[config.mk]
export PLATFORM = sky130hd
export DESIGN_NAME = mbus_engine
export DESIGN_NICKNAME = d
export VERILOG_FILES = /design/src/rtl/mbus_pkg.sv /design/src/rtl/mbus_seq.sv /design/src/rtl/mbus_pins.sv /design/src/rtl/mbus_capture.sv /design/src/rtl/mbus_engine.sv
export SDC_FILE = /design/constraint.sdc
export NUM_CORES = 1
export LEC_CHECK = 0
export CORE_ASPECT_RATIO = 0.75
export CORE_MARGIN = 5
export CORE_UTILIZATION = 42
export CTS_CLUSTER_DIAMETER = 30
export DETAILED_ROUTE_END_ITERATION = 8
export GPL_ROUTABILITY_DRIVEN = 0
export GPL_TIMING_DRIVEN = 0
export PLACE_DENSITY = 0.77
export SLEW_MARGIN = 20
export SYNTH_ARGS = -nofsm -noshare
export SYNTH_HDL_FRONTEND = slang
export SYNTH_SLANG_ARGS = --single-unit
[constraint.sdc]
create_clock -name clk -period 1.6 [get_ports clk]
set_clock_uncertainty 0.1 [all_clocks]
set_input_delay 0.24 -clock clk [delete_from_list [all_inputs] [get_ports clk]]
set_output_delay 0.24 -clock clk [all_outputs]
set_load 0.03 [all_outputs]
[src/rtl/mbus_pkg.sv]
package mbus_pkg;

  typedef enum logic [2:0] {
    PH_IDLE,
    PH_ADDR,
    PH_HOLD,
    PH_STROBE,
    PH_RECOVER
  } phase_t;

  localparam logic [1:0] KIND_FETCH = 2'b00;
  localparam logic [1:0] KIND_READ  = 2'b01;

  // Length of the latch-enable pulse in clock periods.
  function automatic int unsigned ale_cycles(input logic stretch);
    return stretch ? 3 : 1;
  endfunction

  // Length of the strobe-low window in clock periods for wait count n.
  function automatic int unsigned strobe_cycles(input int unsigned n);
    return 2 + 2 * n;
  endfunction

  function automatic logic kind_is_write(input logic [1:0] kind);
    return kind[1];
  endfunction

endpackage

[src/rtl/mbus_seq.sv]
module mbus_seq
  import mbus_pkg::*;
#(
  parameter int WAIT_W = 2
) (
  input  logic              clk,
  input  logic              rst_n,
  input  logic              start,
  input  logic              stretch,
  input  logic [WAIT_W-1:0] wait_n,
  output phase_t            phase,
  output logic              last_strobe
);
  localparam int CNT_W = WAIT_W + 1;

  phase_t            phase_q;
  logic [CNT_W-1:0]  cnt_q;
  logic [WAIT_W-1:0] wait_q;

  always_ff @(posedge clk or negedge rst_n) begin
    if (!rst_n) begin
      phase_q <= PH_IDLE;
      cnt_q   <= '0;
      wait_q  <= '0;
    end else begin
      unique case (phase_q)
        PH_IDLE: if (start) begin
          phase_q <= PH_ADDR;
          cnt_q   <= CNT_W'(ale_cycles(stretch) - 1);
          wait_q  <= wait_n;
        end
        PH_ADDR: begin
          if (cnt_q == '0) phase_q <= PH_HOLD;
          else             cnt_q   <= cnt_q - 1'b1;
        end
        PH_HOLD: begin
          phase_q <= PH_STROBE;
          cnt_q   <= CNT_W'(strobe_cycles(32'(wait_q)) - 1);
        end
        PH_STROBE: begin
          if (cnt_q == '0) phase_q <= PH_RECOVER;
          else             cnt_q   <= cnt_q - 1'b1;
        end
        PH_RECOVER: phase_q <= PH_IDLE;
        default:    phase_q <= PH_IDLE;
      endcase
    end
  end

  assign phase       = phase_q;
  assign last_strobe = (phase_q == PH_STROBE) && (cnt_q == '0);

endmodule

[src/rtl/mbus_pins.sv]
module mbus_pins
  import mbus_pkg::*;
#(
  parameter int ADDR_W = 16,
  parameter int DATA_W = 8
) (
  input  phase_t                    phase,
  input  logic [1:0]                kind,
  input  logic [ADDR_W-1:0]         addr,
  input  logic [DATA_W-1:0]         wdata,
  output logic                      ale,
  output logic                      rd_n,
  output logic                      wr_n,
  output logic                      psen_n,
  output logic [DATA_W-1:0]         ad_out,
  output logic                      ad_oe,
  output logic [ADDR_W-DATA_W-1:0]  addr_hi
);
  logic addr_phase;
  logic strobe_on;
  logic is_wr;

  always_comb begin
    is_wr      = kind_is_write(kind);
    addr_phase = (phase == PH_ADDR) || (phase == PH_HOLD);
    strobe_on  = (phase == PH_STROBE);
    ale        = (phase == PH_ADDR);
    psen_n     = !(strobe_on && kind == KIND_FETCH);
    rd_n       = !(strobe_on && kind == KIND_READ);
    wr_n       = !(strobe_on && is_wr);
    if (addr_phase) begin
      ad_out = addr[DATA_W-1:0];
      ad_oe  = 1'b1;
    end else if (is_wr && (strobe_on || phase == PH_RECOVER)) begin
      ad_out = wdata;
      ad_oe  = 1'b1;
    end else begin
      ad_out = '0;
      ad_oe  = 1'b0;
    end
    addr_hi = addr[ADDR_W-1:DATA_W];
  end

endmodule

[src/rtl/mbus_capture.sv]
module mbus_capture #(
  parameter int DATA_W = 8
) (
  input  logic              clk,
  input  logic              rst_n,
  input  logic              sample,
  input  logic [DATA_W-1:0] ad_in,
  output logic              rsp_valid,
  output logic [DATA_W-1:0] rsp_data
);
  always_ff @(posedge clk or negedge rst_n) begin
    if (!rst_n) begin
      rsp_valid <= 1'b0;
      rsp_data  <= '0;
    end else begin
      rsp_valid <= sample;
      if (sample) rsp_data <= ad_in;
    end
  end
endmodule

[src/rtl/mbus_engine.sv]
module mbus_engine
  import mbus_pkg::*;
#(
  parameter int ADDR_W = 16,
  parameter int DATA_W = 8,
  parameter int WAIT_W = 2
) (
  input  logic                     clk,
  input  logic                     rst_n,
  input  logic                     req_valid,
  output logic                     req_ready,
  input  logic [1:0]               req_kind,
  input  logic [ADDR_W-1:0]        req_addr,
  input  logic [DATA_W-1:0]        req_wdata,
  input  logic                     cfg_ale_stretch,
  input  logic [WAIT_W-1:0]        cfg_strobe_wait,
  output logic                     rsp_valid,
  output logic [DATA_W-1:0]        rsp_data,
  output logic                     ale,
  output logic                     rd_n,
  output logic                     wr_n,
  output logic                     psen_n,
  output logic [DATA_W-1:0]        ad_out,
  output logic                     ad_oe,
  input  logic [DATA_W-1:0]        ad_in,
  output logic [ADDR_W-DATA_W-1:0] addr_hi
);
  phase_t            phase;
  logic              last_strobe;
  logic              accept;
  logic              read_sample;
  logic [1:0]        kind_q;
  logic [ADDR_W-1:0] addr_q;
  logic [DATA_W-1:0] wdata_q;

  assign req_ready   = (phase == PH_IDLE);
  assign accept      = req_valid && req_ready;
  assign read_sample = last_strobe && !kind_is_write(kind_q);

  always_ff @(posedge clk or negedge rst_n) begin
    if (!rst_n) begin
      kind_q  <= KIND_READ;
      addr_q  <= '0;
      wdata_q <= '0;
    end else if (accept) begin
      kind_q  <= req_kind;
      addr_q  <= req_addr;
      wdata_q <= req_wdata;
    end
  end

  mbus_seq #(.WAIT_W(WAIT_W)) u_seq (
    .clk         (clk),
    .rst_n       (rst_n),
    .start       (accept),
    .stretch     (cfg_ale_stretch),
    .wait_n      (cfg_strobe_wait),
    .phase       (phase),
    .last_strobe (last_strobe)
  );

  mbus_pins #(.ADDR_W(ADDR_W), .DATA_W(DATA_W)) u_pins (
    .phase   (phase),
    .kind    (kind_q),
    .addr    (addr_q),
    .wdata   (wdata_q),
    .ale     (ale),
    .rd_n    (rd_n),
    .wr_n    (wr_n),
    .psen_n  (psen_n),
    .ad_out  (ad_out),
    .ad_oe   (ad_oe),
    .addr_hi (addr_hi)
  );

  mbus_capture #(.DATA_W(DATA_W)) u_cap (
    .clk       (clk),
    .rst_n     (rst_n),
    .sample    (read_sample),
    .ad_in     (ad_in),
    .rsp_valid (rsp_valid),
    .rsp_data  (rsp_data)
  );

endmodule

# Word level (Yosys, flattened, before mapping)
# Cells that the tools add are included.
# word_totals
ff_bits,43
input_bits,40
out_inout_bits,31
wordCells,54
# op_classes
add_sub_neg,4
n_eq_ne,9
n_mux,12
n_reduce_logical,21
# ops
op,count
2-to-1 mux 8 bit,2
2-to-1 mux 3 bit,5
case mux 3 bit (4 select lines),1
case mux 3 bit (3 select lines),1
subtractor 3 x 1 -> 3 bit (second input constant),3
logical AND 1 bit,7
== test 3 x 2 -> 1 bit (second input constant),2
logical NOT 3 bit,2
AND reduction 3 bit,2
logical NOT 1 bit,4
inequality test 2 x 1 -> 1 bit (second input constant),2
inequality test 2 bit (second input constant),2
adder 2 x 3 -> 3 bit (first input constant),1
== test 3 x 1 -> 1 bit (second input constant),1
== test 3 bit (second input constant),1
nonzero test 3 bit,1
== test 2 x 1 -> 1 bit (second input constant),1
logical NOT 2 bit,1
logical OR 1 bit,2
2-to-1 mux 1 bit,2
2-to-1 mux 2 bit,1
AND reduction 2 bit,1
OR reduction 2 bit,1

# Logic depth before layout (Yosys ltp)
# depth
ltp_word,5
depth_mapped,7
mapped_depth_nobuf,6

# Hierarchy
# Synthesis repeated with hierarchy kept, for this count alone.
# unflattened
hier_cells,152
area_unflattened_um2,2087.0
# by_module_without_submodules
module,instances,cells_each,area_per_inst_um2,seq_area_each_um2
mbus_engine,1,57,1002.2,651.9
mbus_seq,1,48,504.2,200.2
mbus_capture,1,18,356.6,225.2
mbus_pins,1,29,224.0,0.0

# Least setup slack after synthesis
# Ideal clock, no wire load.
# synth_timing
kind,register to register
start,"register u_seq.phase_q[1], in the netlist u_seq.phase[1]"
end,register addr_q[10]
setup_ns,0.125
arrival_time_ns,2.112
required_ns,1.375
slack_ns,-0.737
stages_incl_launch_ff,7
n_path_buf,3
period_less_slack_ns,2.337
path_cell_list,dfrtp_1 buf_2 nor3_1 and2_1 buf_4 buf_6 mux2_2
# synth_between
elab_chain_cells,2
# synth_lines
item,line_no,rtl
from (decl),mbus_seq.sv:16,phase_t phase_q;
from (signal assigned),mbus_seq.sv:22,phase_q <= PH_IDLE;
from (signal assigned),mbus_seq.sv:28,phase_q <= PH_ADDR;
from (signal assigned),mbus_seq.sv:33,if (cnt_q == '0) phase_q <= PH_HOLD;
logical NOT 3 bit,mbus_engine.sv:36,assign req_ready = (phase == PH_IDLE);
named net req_ready,mbus_engine.sv:11,"output logic req_ready,"
logical AND 1 bit,mbus_engine.sv:37,assign accept = req_valid && req_ready;
to (signal assigned),mbus_engine.sv:47,addr_q <= req_addr;
to (decl),mbus_engine.sv:33,logic [ADDR_W-1:0] addr_q;
# The timed path passes the listed nets, and every way through them passes these cells.
# A chain may end at the register's enable or synchronous reset.

# Worst setup path in the final report
# layout_timing
start,"register u_seq.phase_q[1], in the netlist u_seq.phase[1]"
end,output ad_out[5]
# layout_between
elab_chain_cells,5
elab_cells_between_ends,9
classes_between,4 x eq/ne; 2 x mux; 3 x reduce/logical
# layout_lines
item,line_no,rtl
== test 3 x 2 -> 1 bit / == test 3 bit (equally long branches),"mbus_pins.sv:26, mbus_pins.sv:34",
logical OR 1 bit,mbus_pins.sv:34,end else if (is_wr && (strobe_on || phase == PH_RECOVER)) begin
logical AND 1 bit,mbus_pins.sv:34,
2-to-1 mux 8 bit,mbus_pins.sv:34,
2-to-1 mux 8 bit *,mbus_pins.sv:31,if (addr_phase) begin
to (decl),mbus_engine.sv:23,"output logic [DATA_W-1:0] ad_out,"
# Mark *: on every way between the ends. The rest lies on a longest branch, timed or not.

==> impl_table.tex <==
\begin{tabular}{lr}
\hline
Metric & Value \\
\hline
\multicolumn{2}{l}{\textbf{Clocking}} \\
Root buf cell & sky130\_fd\_sc\_hd\_\_clkbuf\_8 \\
Clock Tree Buf Depth & 2 \\
CTS tree & built \\
Clk slew on worst S/H paths & 0.09 ns \\
Count of H-tree levels built during CTS & 2 \\
Number of clock sinks seen by CTS & 43 \\
Number of buffers added by the clock tree synthesis step & 5 \\
Clock latency reported for the late side of the worst-skew pair & 0.31 ns \\
\multicolumn{2}{l}{\textbf{Die}} \\
Die span in y & 73.0 um \\
\# IOs & 71 \\
Die Wd & 94.0 um \\
Full die area & 6860 um\^{}2 \\
Area inside the core boundary & 5010 um\^{}2 \\
Number of rows in the core area & 22 \\
Starting density of the core & 44.4\% \\
\multicolumn{2}{l}{\textbf{Critical path}} \\
Kind of start point of the critical path & flip-flop \\
Worst-case register-to-register setup slack & -0.37 ns \\
List of cells traversed by the critical path & buf\_6 -> clkbuf\_16 -> nand2b\_4 -> a311oi\_2 -> a21o\_2 -> buf\_6 \\
Worst path buffer plus inverter count & 3 \\
Setup Crit Path Kind & reg2out \\
Crit Reg-Reg Startpoint & u\_seq.phase[2] \\
Cell seen most often among critical-path stages & sky130\_fd\_sc\_hd\_\_buf\_6 \\
Endpoint of the worst register-to-register path & u\_seq.cnt\_q[2] \\
Worst-path cell with the longest stage delay & sky130\_fd\_sc\_hd\_\_dfrtp\_1 \\
CP endpoint kind & output port \\
CP Data Required Time & 1.26 ns \\
Crit path max-delay family & buffers and inverters \\
Maximum fanout along the worst path & 8 \\
WP data arrival & 1.69 ns \\
Reg2reg path depth & 7 \\
Max stage delay on crit path & 0.38 ns \\
\multicolumn{2}{l}{\textbf{Routing}} \\
Total vias in the final route & 1947 \\
Detailed-router iteration count before antenna repair & 4 \\
Final wirelength & 7.56 mm \\
Number of remaining DRC errors & 0 \\
Final routed wire length divided by cell count & 20.8 um \\
DR iter-0 viols & 144 \\
Remaining antenna violation count after routing & 0 \\
Vias per inst & 5.36 \\
\multicolumn{2}{l}{\textbf{Placement}} \\
HPWL Detailed & 4.29 mm \\
Count of placed standard cells including taps & 332 \\
Port buffer count & 70 \\
Total placed instance area & 3150 um\^{}2 \\
\multicolumn{2}{l}{\textbf{Layout}} \\
Sequential cell area in the final layout & 1080 um\^{}2 \\
Multi-input combinational cell area & 1280 um\^{}2 \\
Final net count & 331 \\
Proportion of layout cells with a drive suffix above 1 & 50.9\% \\
Antenna diodes & 0 \\
Area growth from synthesis to layout & 70.9\% \\
Fin area & 3800 um\^{}2 \\
Fill cell instance count of the final layout & 303 \\
Final Core Density & 75.8\% \\
Final standard cell count with taps included and fillers excluded & 363 \\
\multicolumn{2}{l}{\textbf{STA}} \\
Period utilisation layout & 127\% \\
Max-slew headroom & 70.0\% \\
Actual transition at the worst max-transition pin & 0.450 ns \\
Final critical-path setup slack & -0.426 ns \\
Maximum clock frequency & 0.494 GHz \\
Slew Viols, Final & 0 \\
Count of endpoints failing setup in the final report & 51 \\
Worst hold margin & 0.300 ns \\
Time the worst path needs with I/O delays and setup & 2.03 ns \\
RSZ-0062 raised after global routing & true \\
Hold Vio Cnt, Final & 0 \\
\multicolumn{2}{l}{\textbf{Logic synthesis}} \\
Dominant register cell in the synthesized netlist & sky130\_fd\_sc\_hd\_\_dfrtp\_1 \\
Number of flops mapped to enable cells by yosys & 0 \\
List of most frequent post-synthesis cells & sky130\_fd\_sc\_hd\_\_dfrtp\_1 (42), sky130\_fd\_sc\_hd\_\_mux2\_2 (27) \\
Cell types occupying the most area after synthesis & sky130\_fd\_sc\_hd\_\_dfrtp\_1 (47\%), sky130\_fd\_sc\_hd\_\_mux2\_2 (14\%), sky130\_fd\_sc\_hd\_\_mux2\_4 (5.4\%) \\
Syn Inst Count & 189 \\
Synthesis-stage register bit count & 43 \\
Synth Net Count & 230 \\
Cell taking the most area after synthesis & sky130\_fd\_sc\_hd\_\_dfrtp\_1 \\
Register area share after synthesis & 48.5\% \\
Synth Area per Inst & 11.8 um\^{}2 \\
Total standard cell area after synthesis & 2220 um\^{}2 \\
Fraction of registers with async set/reset & 100\% \\
Library cell with the highest instance count after synthesis & sky130\_fd\_sc\_hd\_\_dfrtp\_1 \\
Warning count from the yosys run & 0 \\
Proportion of netlist area held by the largest area contributor & 47.3\% \\
Count of unique library cells instantiated by Yosys & 43 \\
\multicolumn{2}{l}{\textbf{Status}} \\
Violated checks & negative setup slack \\
Run status & finished with violations \\
\multicolumn{2}{l}{\textbf{Global routing}} \\
Global-route wire length before repair & 11.4 mm \\
Initial antenna violation count & 0 \\
All-layer global routing usage & 22.0\% \\
Via count of the first global-routing pass & 2159 \\
Pin count of the biggest net entering global routing & 28 \\
Total congestion overflow after global routing & 0 \\
\multicolumn{2}{l}{\textbf{Power}} \\
Power Total & 8.83 mW \\
Leakage power figure & 1.73 nW \\
IR Drop Worst-Case VDD & 1540 uV \\
Power density of the placed cells & 2330 nW/um\^{}2 \\
\multicolumn{2}{l}{\textbf{Min path}} \\
Type of the worst min-delay path & in2async \\
\multicolumn{2}{l}{\textbf{Run}} \\
Maximum capacitance violations & 0 \\
\hline
\end{tabular}
==> where the power goes <==
group | internal [mW] | switching [mW]
sequential | 1.65 | 0.480
clock | 0.354 | 0.398
combinational | 3.15 | 2.81
total | 5.15 | 3.68
==> cells by family (layout without fill, tap and decap cells) <==
| kind of cell | Yosys count | count (layout) | synth area share (%) |
|---|---|---|---|
| AND/OR/NAND/NOR | 46 | 46 | 11.8 |
| flip-flops | 43 | 43 | 48.5 |
| multiplexers | 37 | 37 | 20.0 |
| AO/OA/AOI/OAI | 34 | 34 | 11.4 |
| buffers and inverters | 26 | 128 | 6.98 |
| XOR/XNOR | 2 | 2 | 0.788 |
| adder cells (fa/ha/maj) | 1 | 1 | 0.563 |
==> cells in the final DEF, fill, tap and decap left out, types with 2 or more instances in the layout <==
| cell type | instances |
|---|---|
| sky130_fd_sc_hd__buf_12 | 8 |
| sky130_fd_sc_hd__nor3b_1 | 3 |
| sky130_fd_sc_hd__buf_2 | 2 |
| sky130_fd_sc_hd__nand2_1 | 3 |
| sky130_fd_sc_hd__nand2b_4 | 8 |
| sky130_fd_sc_hd__nor3_1 | 3 |
| sky130_fd_sc_hd__a311oi_2 | 7 |
| sky130_fd_sc_hd__buf_4 | 20 |
| sky130_fd_sc_hd__buf_6 | 23 |
| sky130_fd_sc_hd__nand3_1 | 8 |
| sky130_fd_sc_hd__dfrtp_1 | 41 |
| sky130_fd_sc_hd__mux2_4 | 35 |
| sky130_fd_sc_hd__dlygate4sd2_1 | 17 |
| sky130_fd_sc_hd__or3_4 | 3 |
| sky130_fd_sc_hd__clkbuf_8 | 9 |
| sky130_fd_sc_hd__a21o_2 | 7 |
| sky130_fd_sc_hd__inv_1 | 2 |
| sky130_fd_sc_hd__nor2_1 | 5 |
| sky130_fd_sc_hd__buf_8 | 4 |
| sky130_fd_sc_hd__a21oi_2 | 3 |
| sky130_fd_sc_hd__a21oi_1 | 6 |
| sky130_fd_sc_hd__clkdlybuf4s50_1 | 38 |
==> through the flow <==
stage	setup TNS (ns)	worst slack, ns
CTS	-12.26	-0.367
floorplan	-6.13	-0.203
finish	-13.23	-0.426
global route	-15.54	-0.479
detailed placement	-16.88	-0.828
global placement	-56.49	-0.943
==> final cells by class <==
class	count	share of cell area [%]
buffer	22	7.22
clock buffer	7	2.27
clock inverter	1	0.231
inverter	3	0.297
multi-input combinational	120	33.6
sequential	43	28.4
tap	72	2.37
timing repair buffer	95	25.6
==> flip-flops by register name, summed over array words and instances (netlist names) <==
register	flops
addr_q	16
kind_q	2
u_seq.phase	3
u_seq.cnt_q	3
u_cap.rsp_valid	1
u_seq.wait_q	2
wdata_q	8
u_cap.rsp_data	8
==> metal layers <==
| layer | track usage (%) | vias to the layer above | wire (um) |
|---|---|---|---|
| met5 | 0 | - | 0 |
| met4 | 5.93 | 0 | 175 |
| met3 | 7.42 | 19 | 501 |
| met2 | 35.8 | 86 | 3730 |
| met1 | 28.1 | 965 | 3150 |
| li1 | - | 877 | - |
==> how the worst max path moves through the flow <==
stage                         startpoint    endpoint  slack [ns]  depth (start not counted)
after detailed placement  u_seq.phase[0]   ad_out[5]       -0.83                          6
after floorplan           u_seq.phase[0]  addr_q[10]       -0.20                          5
after CTS                 u_seq.phase[1]   ad_out[5]       -0.37                          6
after global routing      u_seq.phase[1]   ad_out[5]       -0.48                          6
after global placement             rst_n   addr_q[8]       -0.94                          1
final                     u_seq.phase[1]   ad_out[5]       -0.43                          6
==> worst reg2reg max path, stage by stage, from the launching register on <==
cell,delay (ns)
sky130_fd_sc_hd__dfrtp_1,0.42
sky130_fd_sc_hd__buf_4,0.16
sky130_fd_sc_hd__nand2b_4,0.17
sky130_fd_sc_hd__mux2i_2,0.16
sky130_fd_sc_hd__ha_2,0.20
sky130_fd_sc_hd__nor3b_1,0.33
sky130_fd_sc_hd__o311ai_1,0.17
sky130_fd_sc_hd__o211a_1,0.14
==> what timing repair did <==
action	CTS	global route
pin swaps	15	11
cloned	3	0
resized for setup	165	31
endpoints found under the hold margin	15	0
hold buffers	1	0
setup endpoints to repair	61	55
buffers inserted	16	7
Note: power is estimated with default switching activity, not from simulation.
